`src/rtl/simd_alu_pkg.sv`:
```
package simd_alu_pkg;
   typedef enum logic [2:0] {
      OP_ADD = 3'd0,
      OP_SUB = 3'd1,
      OP_AND = 3'd2,
      OP_OR  = 3'd3,
      OP_XOR = 3'd4
   } alu_op_e;

   typedef enum logic [1:0] {
      LANE_64 = 2'b00,
      LANE_32 = 2'b01,
      LANE_16 = 2'b10,
      LANE_8  = 2'b11
   } lane_e;

   localparam int SLICE_W = 8;
endpackage

```
`src/rtl/simd_lane_adder.sv`:
```
module simd_lane_adder
   import simd_alu_pkg::*;
#(
   parameter int DATA_W = 64
) (
   input  logic [DATA_W-1:0] a,
   input  logic [DATA_W-1:0] b,
   input  logic              sub,
   input  logic [1:0]        lane_sel,
   output logic [DATA_W-1:0] sum
);
   localparam int NSLICE = DATA_W / SLICE_W;

   initial begin
      if (DATA_W % 64 != 0) $error("DATA_W must be a multiple of 64");
   end

   logic [NSLICE-1:0] cut;
   logic [NSLICE:0]   cy;
   logic [3:0]        lane_bytes;

   always_comb begin
      case (lane_sel)
         LANE_64: lane_bytes = 4'd8;
         LANE_32: lane_bytes = 4'd4;
         LANE_16: lane_bytes = 4'd2;
         default: lane_bytes = 4'd1;
      endcase
   end

   genvar i;
   generate
      for (i = 0; i < NSLICE; i++) begin : g_slice
         logic [SLICE_W:0]   part;
         logic [SLICE_W-1:0] bop;
         logic               cin;
         assign cut[i] = ((i[3:0] & (lane_bytes - 4'd1)) == 4'd0);
         assign bop    = sub ? ~b[i*SLICE_W +: SLICE_W] : b[i*SLICE_W +: SLICE_W];
         assign cin    = cut[i] ? sub : cy[i];
         assign part   = {1'b0, a[i*SLICE_W +: SLICE_W]} + {1'b0, bop}
                         + {{SLICE_W{1'b0}}, cin};
         assign sum[i*SLICE_W +: SLICE_W] = part[SLICE_W-1:0];
         assign cy[i+1] = part[SLICE_W];
      end
   endgenerate

   assign cy[0] = sub;
endmodule

```
`src/rtl/simd_hazard.sv`:
```
module simd_hazard #(
   parameter int DATA_W = 64,
   parameter int TAG_W  = 5
) (
   input  logic              issue_valid,
   input  logic [TAG_W-1:0]  tag_a,
   input  logic [TAG_W-1:0]  tag_b,
   input  logic [DATA_W-1:0] src_a,
   input  logic [DATA_W-1:0] src_b,
   input  logic              s1_vld,
   input  logic [TAG_W-1:0]  s1_tag,
   input  logic              s2_vld,
   input  logic [TAG_W-1:0]  s2_tag,
   input  logic [DATA_W-1:0] s2_data,
   output logic              hold,
   output logic [DATA_W-1:0] opa,
   output logic [DATA_W-1:0] opb
);
   logic near_hit;

   assign near_hit = s1_vld && ((tag_a == s1_tag) || (tag_b == s1_tag));
   assign hold     = issue_valid && near_hit;
   assign opa      = (s2_vld && (tag_a == s2_tag)) ? s2_data : src_a;
   assign opb      = (s2_vld && (tag_b == s2_tag)) ? s2_data : src_b;
endmodule

```
`src/rtl/simd_alu.sv`:
```
module simd_alu
   import simd_alu_pkg::*;
#(
   parameter int DATA_W = 64,
   parameter int TAG_W  = 5
) (
   input  logic              clk,
   input  logic              rst,
   input  logic              issue_valid,
   input  logic [2:0]        opcode,
   input  logic [1:0]        lane_sel,
   input  logic [DATA_W-1:0] src_a,
   input  logic [DATA_W-1:0] src_b,
   input  logic [TAG_W-1:0]  tag_a,
   input  logic [TAG_W-1:0]  tag_b,
   input  logic [TAG_W-1:0]  tag_d,
   output logic [DATA_W-1:0] res_data,
   output logic [TAG_W-1:0]  res_tag,
   output logic              res_valid,
   output logic              stall
);
   initial begin
      if (TAG_W < 1) $error("TAG_W must be at least 1");
   end

   logic              s1_vld;
   logic [2:0]        s1_op;
   logic [1:0]        s1_lane;
   logic [DATA_W-1:0] s1_a, s1_b;
   logic [TAG_W-1:0]  s1_tag;
   logic [DATA_W-1:0] opa, opb, arith, comb_res;
   logic              hold, accept;

   simd_hazard #(.DATA_W(DATA_W), .TAG_W(TAG_W)) u_hazard (
      .issue_valid (issue_valid),
      .tag_a       (tag_a),
      .tag_b       (tag_b),
      .src_a       (src_a),
      .src_b       (src_b),
      .s1_vld      (s1_vld),
      .s1_tag      (s1_tag),
      .s2_vld      (res_valid),
      .s2_tag      (res_tag),
      .s2_data     (res_data),
      .hold        (hold),
      .opa         (opa),
      .opb         (opb)
   );

   assign stall  = hold;
   assign accept = issue_valid && !hold;

   always_ff @(posedge clk) begin
      if (rst) begin
         s1_vld <= 1'b0;
      end else begin
         s1_vld <= accept;
      end
      if (accept) begin
         s1_op   <= opcode;
         s1_lane <= lane_sel;
         s1_a    <= opa;
         s1_b    <= opb;
         s1_tag  <= tag_d;
      end
   end

   simd_lane_adder #(.DATA_W(DATA_W)) u_add (
      .a        (s1_a),
      .b        (s1_b),
      .sub      (s1_op == OP_SUB),
      .lane_sel (s1_lane),
      .sum      (arith)
   );

   always_comb begin
      case (s1_op)
         OP_ADD, OP_SUB: comb_res = arith;
         OP_AND:         comb_res = s1_a & s1_b;
         OP_OR:          comb_res = s1_a | s1_b;
         OP_XOR:         comb_res = s1_a ^ s1_b;
         default:        comb_res = '0;
      endcase
   end

   always_ff @(posedge clk) begin
      if (rst) begin
         res_valid <= 1'b0;
      end else begin
         res_valid <= s1_vld;
      end
      if (s1_vld) begin
         res_data <= comb_res;
         res_tag  <= s1_tag;
      end
   end
endmodule

```
`config.mk`:
```
export PLATFORM = sky130hd
export DESIGN_NAME = simd_alu
export DESIGN_NICKNAME = d
export VERILOG_FILES = /design/src/rtl/simd_alu_pkg.sv /design/src/rtl/simd_lane_adder.sv /design/src/rtl/simd_hazard.sv /design/src/rtl/simd_alu.sv
export SDC_FILE = /design/constraint.sdc
export NUM_CORES = 1
export LEC_CHECK = 0
export ABC_CLOCK_PERIOD_IN_PS = 17450
export BUFFER_PORTS_ARGS = -buffer_cell sky130_fd_sc_hd__buf_2
export CORE_ASPECT_RATIO = 0.75
export CORE_MARGIN = 5
export CORE_UTILIZATION = 59
export DETAILED_ROUTE_END_ITERATION = 8
export PLACE_DENSITY = 0.91
export RECOVER_POWER = 25
export SKIP_CTS_REPAIR_TIMING = 1
export SYNTH_ARGS = -nofsm -noshare
export SYNTH_HDL_FRONTEND = slang
export SYNTH_SLANG_ARGS = --single-unit
```
`constraint.sdc`:
```
create_clock -name clk -period 17.45 [get_ports clk]
set_input_delay 1.745 -clock clk [delete_from_list [all_inputs] [get_ports clk]]
set_output_delay 1.745 -clock clk [all_outputs]
set_load 0.05 [all_outputs]
```
======== Yosys cells after proc, flatten, opt, wreduce, memory -nomap -nowiden ========
Index checks and enable logic that the tools add are counted.
word-level totals
  bits of input ports ..................... 151
  output and inout port bits .............. 71
  logic and storage cells ................. 83
  flip-flop bits (word level) ............. 209
cells by class
  eq/ne operators ......................... 10
  reduce and logical (&&, ||, !) cells .... 17
  mux-type cells .......................... 19
  bitwise logic cells ..................... 11
  add/subtract/negate cells ............... 17
operators with widths
  operator             number
  $pmux 64 s4          1
  $mux 64              2
  $and 64x64->64       1
  $mux 8               8
  $not 8->8            8
  $or 64x64->64        1
  $xor 64x64->64       1
  $add 8x8->9          7
  $add 9x1->9          7
  $logic_not 4->1      7
  $eq 5x5->1           4
  $pmux 3 s3           1
  $add 8x1->8          1
  $add 8x8->8          1
  $mux 1               7
  $eq 3x2->1 const B   2
  $logic_and 1x1->1    5
  $eq 3x1->1 const B   1
  $eq 3x3->1 const B   1
  $logic_not 3->1      1
  $sub 3x1->3 const B  1
  $eq 2x1->1 const B   1
  $eq 2x2->1 const B   1
  $logic_not 2->1      1
  other kinds (3)      3

======== Logic depth before layout (Yosys ltp) ========
  depth after elaboration ................. 19
  depth in mapped cells ................... 61
  mapped depth without buffers ............ 59

======== Hierarchy ========
Synthesis repeated with hierarchy kept, for this count alone.
unflattened totals
  cell total of the unflattened synthesis .. 1364
  area, all modules ....................... 15795.1 um^2
modules (own cells, without submodules)
  module           area each (um^2)  cells each  times used  sequential area each (um^2)
  simd_alu         10144.7           769         1           6256.0
  simd_lane_adder  3266.9            423         1           0.0
  simd_hazard      2383.5            172         1           0.0

======== Worst setup path after synthesis ========
OpenSTA, ideal clock, no wires.
  path type ............................... reg-to-reg
  start point ............................. register s1_op[2]
  end point ............................... register res_data[62], data pin
  path buffers ............................ 2
  arrival ................................. 13.888 ns
  clock period less this slack ............ 14.155 ns
  path slack .............................. 3.295 ns
  cell stages (with the launch flop) ...... 61
  cells stage by stage .................... edfxtp_1 nor3b_2 buf_4 buf_2 xnor2_1 fa_1 a21oi_1 o21ai_0 o31a_1 o21ai_0 a21oi_1 fa_1 fa_1 a21oi_1 o21ai_0 o311a_1 o21ai_0 a22oi_1 [... 25 more ...] o31a_1 o21ai_0 a22oi_1 fa_1 fa_1 a21oi_1 o211ai_1 a21o_1 a2111oi_0 or3_1 fa_1 inv_1 fa_1 a21o_1 a31o_2 a21oi_1 xor2_1 o21ai_0
between the ends
  longest elaborated chain between the ends .. 19
ends and longest elaborated chain
  item                    RTL line                        text
  start, declared         simd_alu.sv:27                  logic [2:0] s1_op;
  start signal, assigned  simd_alu.sv:60                  s1_op <= opcode;
  $eq 3x1->1              simd_alu.sv:71, simd_alu.sv:77
  $mux 8                  simd_lane_adder.sv:38           assign bop = sub ? ~b[i*SLICE_W +: SLICE_W] : b[i*SLICE_W +: SLICE_W];
  $add 8x8->9             simd_lane_adder.sv:40           assign part = {1'b0, a[i*SLICE_W +: SLICE_W]} + {1'b0, bop}
  $add 9x1->9             simd_lane_adder.sv:41           + {{SLICE_W{1'b0}}, cin};
  $mux 1                  simd_lane_adder.sv:39           assign cin = cut[i] ? sub : cy[i];
  $add 9x1->9             simd_lane_adder.sv:41
  $mux 1                  simd_lane_adder.sv:39
  $add 9x1->9             simd_lane_adder.sv:41
  [... 4 more ...]        n/a
  $mux 1                  simd_lane_adder.sv:39
  $add 9x1->9             simd_lane_adder.sv:41
  $mux 1                  simd_lane_adder.sv:39
  $add 9x1->9             simd_lane_adder.sv:41
  $mux 1                  simd_lane_adder.sv:39
  $add 8x1->8             simd_lane_adder.sv:41
  $pmux 64 s4 *           simd_alu.sv:77                  case (s1_op)
  via comb_res[62]        simd_alu.sv:31                  logic [DATA_W-1:0] opa, opb, arith, comb_res;
  end signal, assigned    simd_alu.sv:93                  res_data <= comb_res;
  end, declared           simd_alu.sv:17                  output logic [DATA_W-1:0] res_data,
The timed path passes the listed nets; every way through them passes the cells marked *.
A chain may end at the register's enable or synchronous reset.

======== Worst setup path in the final report ========
  start point ............................. register s1_op[1]
  end point ............................... register res_data[62], data pin
The elaborated chain is that of the path after synthesis.

==> out/metrics.csv <==
metric,value,unit
Critical Path RT,17.70,ns
io pins,222,
wire per inst,20.3,µm
status,"finished, violations left",
Fin Hold WS,0.539,ns
drt pass-1 iters,6,
share of layout cells above drive strength 1,0.244,
Syn-to-layout area delta,13.9,%
violated checks,"max-capacitance violations, max-slew violations",
Root Driver,clkbuf_16,
drt via density,5.99,
"top cells by area, synth","edfxtp_1 (41%), ha_1 (15%), mux2_2 (9.6%), xnor2_1 (4.4%), inv_1 (3.7%)",
PwrDens,87.8,nW/µm²
crit path capture type,flip-flop,
global-route wire length before repair,60000,µm
fmax,60.9,MHz
Die X,194,µm
Starting DRT DRC Count,978,
Switching Fraction,0.298,
Initial Utilization,0.601,
largest net degree at the start of global routing,74,
vias in the first global route,11600,
Cells after Synth,1325,
Max stage delay on crit path,0.51,ns
Register-to-Register Path Depth,60,
Hold WC Path Type,reg2reg,
fin crit period,16.43,ns
gpl congestion,0.899,
ys flop type,edfxtp_1,
ys async rst share,0,
Least-Margin Pin Slew,3.28,ns
CTS buffer count,23,
Crit Path Class,reg2reg,
Leakage,7.21,nW
Mapped Area,15000,µm²
Max-slew headroom,-1.19,
CP endpoint,res_data[62]$_DFFE_PP_,
Max Root-Sink Buffers,3,
Logic pwr share,0.235,
Port Buffers,221,
clk_lat worst skew,0.53,ns
net switching power figure,0.000449,W
NumNets Final,1876,
FF-to-FF Start,s1_op[1]$_DFFE_PP_,
initial antenna violation count,1,
vias,11300,
Peak supply drop,0.0793,mV
placeable core region,25000,µm²
ANT cells,0,
number of synthesized register bits,209,
top-count cell post-synth,edfxtp_1,
TritonCTS clock tree,done,
clock slew at reported path FFs,0.06,ns
final setup fails,0,
"Seq/Total Area, Yosys",0.416,
top cell type's share of synthesized area,0.413,
Reg-to-Reg End,res_data[62]$_DFFE_PP_,
CTS Sinks,209,
unrepaired setup endpoints after global routing,false,
Critical Path AT,16.68,ns
Yosys cell types,55,
Rows,50,
R2R Setup Slk,1.02,ns
CP most frequent cell,fa_1,
Inst Count DP,1839,
clock power share,0.348,
final hold violations,0,
Ys Warns,0,
htree depth,1,
Synthesized Nets,1674,
Critical Path Start Type,flip-flop,
full die area,28800,µm²
post-DP HPWL,26700,µm
"antenna viol nets, final",0,
Post-synth top cells,"edfxtp_1 (207), ha_1 (183), inv_1 (149)",
Die Span Y,148,µm
Total Routing Usage GR,0.255,
Max-cap violations,3,
Pins Over Slew Limit,140,
Int Power,0.00106,W
Sequential Power Share,0.417,
post-route non-filler standard cell count,1881,
residual DRC count,0,
"EDFF count, synth",207,
Worst Setup SP,s1_op[1]$_DFFE_PP_,
final setup TNS,0,ns
Yosys top cell by area,edfxtp_1,
final period utilization,0.941,
skew final,0.0145,ns
final wirelength,38200,µm
Worst Path Max Fanout,24,
total grt overflow,0,
CP max-delay cell,fa_1,
mean post-synth cell area,11.4,µm²
## per-layer routing
metal / GRT usage / up-vias / part of all wire
met2: 0.424 / 526 / 0.47
met5: 0 / - / 0
met1: 0.351 / 5412 / 0.44
met4: 0.0745 / 0 / 0.027
li1: - / 5241 / -
met3: 0.0367 / 83 / 0.071
## sequential cells by signal, summed over array words and instances (netlist names), 2 cells and up
signal and cells:
res_data 64, s1_tag 5, res_tag 5, s1_a 64, s1_op 3, s1_b 64, s1_lane 2
## cell usage in the layout, fill, tap and decap left out, types with 8 or more instances in the layout
cell | synthesis | final
o22ai_1 | 30 | 30
a21o_1 | 14 | 14
buf_4 | 3 | 12
nor2b_1 | 22 | 19
nand3_1 | 11 | 11
xnor2_1 | 76 | 76
nor2_1 | 31 | 30
clkbuf_16 | 0 | 23
xor2_1 | 32 | 32
edfxtp_1 | 207 | 207
clkbuf_1 | 18 | 43
nand2_1 | 45 | 45
a211oi_1 | 8 | 8
o211ai_1 | 14 | 14
o22a_1 | 14 | 14
a22oi_1 | 49 | 49
mux2_2 | 128 | 128
o21ai_0 | 64 | 64
nor3_1 | 15 | 15
o221ai_1 | 21 | 21
inv_1 | 149 | 149
fa_1 | 15 | 15
or3_1 | 10 | 10
buf_2 | 17 | 184
a21oi_1 | 53 | 53
ha_1 | 183 | 183
## metrics by stage
stage / cell area [µm²] / util / setup WS, ns / total power, W
4_1_cts: 17200 / 0.687 / 0.662 / 0.00151
6_report: 17100 / 0.685 / 1.02 / 0.00150
3_5_place_dp: 16400 / 0.655 / 0.758 / 0.000983
5_1_grt: 17100 / 0.685 / 0.0667 / 0.00157
2_1_floorplan: 15000 / - / 3.30 / 0.000885
3_3_place_gp: 16400 / 0.655 / 1.46 / 0.000966
## logic make-up (layout without fill, tap and decap cells)
kind of cell             Yosys count  after routing  share of synthesized area
AO/OA/AOI/OAI                    301            301                      0.132
XOR/XNOR                         108            108                     0.0629
adder cells (fa/ha/maj)          198            198                      0.172
buffers and inverters            207            425                     0.0598
flip-flops                       209            209                      0.416
multiplexers                     135            135                      0.100
AND/OR/NAND/NOR                  167            167                     0.0566
## power by group through the flow
stage / registers, W / clock network, W / logic (W)
after CTS: 0.000625 / 0.000531 / 0.000352
final: 0.000627 / 0.000524 / 0.000354
after detailed placement: 0.000635 / 0 / 0.000348
after global placement: 0.000633 / 0 / 0.000333
after floorplan: 0.000669 / 0 / 0.000216
after global routing: 0.000630 / 0.000553 / 0.000389
## final cells by class
type	instances	area, µm²
multi-input cells	909	7940
fillers	1806	7890
flip-flops and latches	209	6260
repair buffers	235	1160
clock buffers	27	591
inverters	149	559
well taps	338	423
clock inverters	14	211
## how the worst min path moves through the flow
stage | endpoint | start | slack, ns | depth (start not counted)
after floorplan | res_tag[0]$_DFFE_PP_ | s1_tag[0]$_DFFE_PP_ | 0.49 | 0
after global placement | res_tag[2]$_DFFE_PP_ | s1_tag[2]$_DFFE_PP_ | 0.52 | 0
after detailed placement | res_tag[3]$_DFFE_PP_ | s1_tag[3]$_DFFE_PP_ | 0.52 | 0
after CTS | res_tag[3]$_DFFE_PP_ | s1_tag[3]$_DFFE_PP_ | 0.54 | 0
after global routing | res_tag[3]$_DFFE_PP_ | s1_tag[3]$_DFFE_PP_ | 0.55 | 0
final | res_tag[4]$_DFFE_PP_ | s1_tag[4]$_DFFE_PP_ | 0.54 | 0
## worst max-delay path, delay by kind of cell (launching register included)
family                     cells  cell delay (ns)
AOI/OAI and AO/OA             38             7.61
xor gates and xnor gates       2             0.36
adders and majority gates     15             6.77
buffers and inverters          3             0.63
DFF                            1             0.35
and+or+nand+nor                2             0.41
Note: power is estimated with default switching activity, not from simulation.
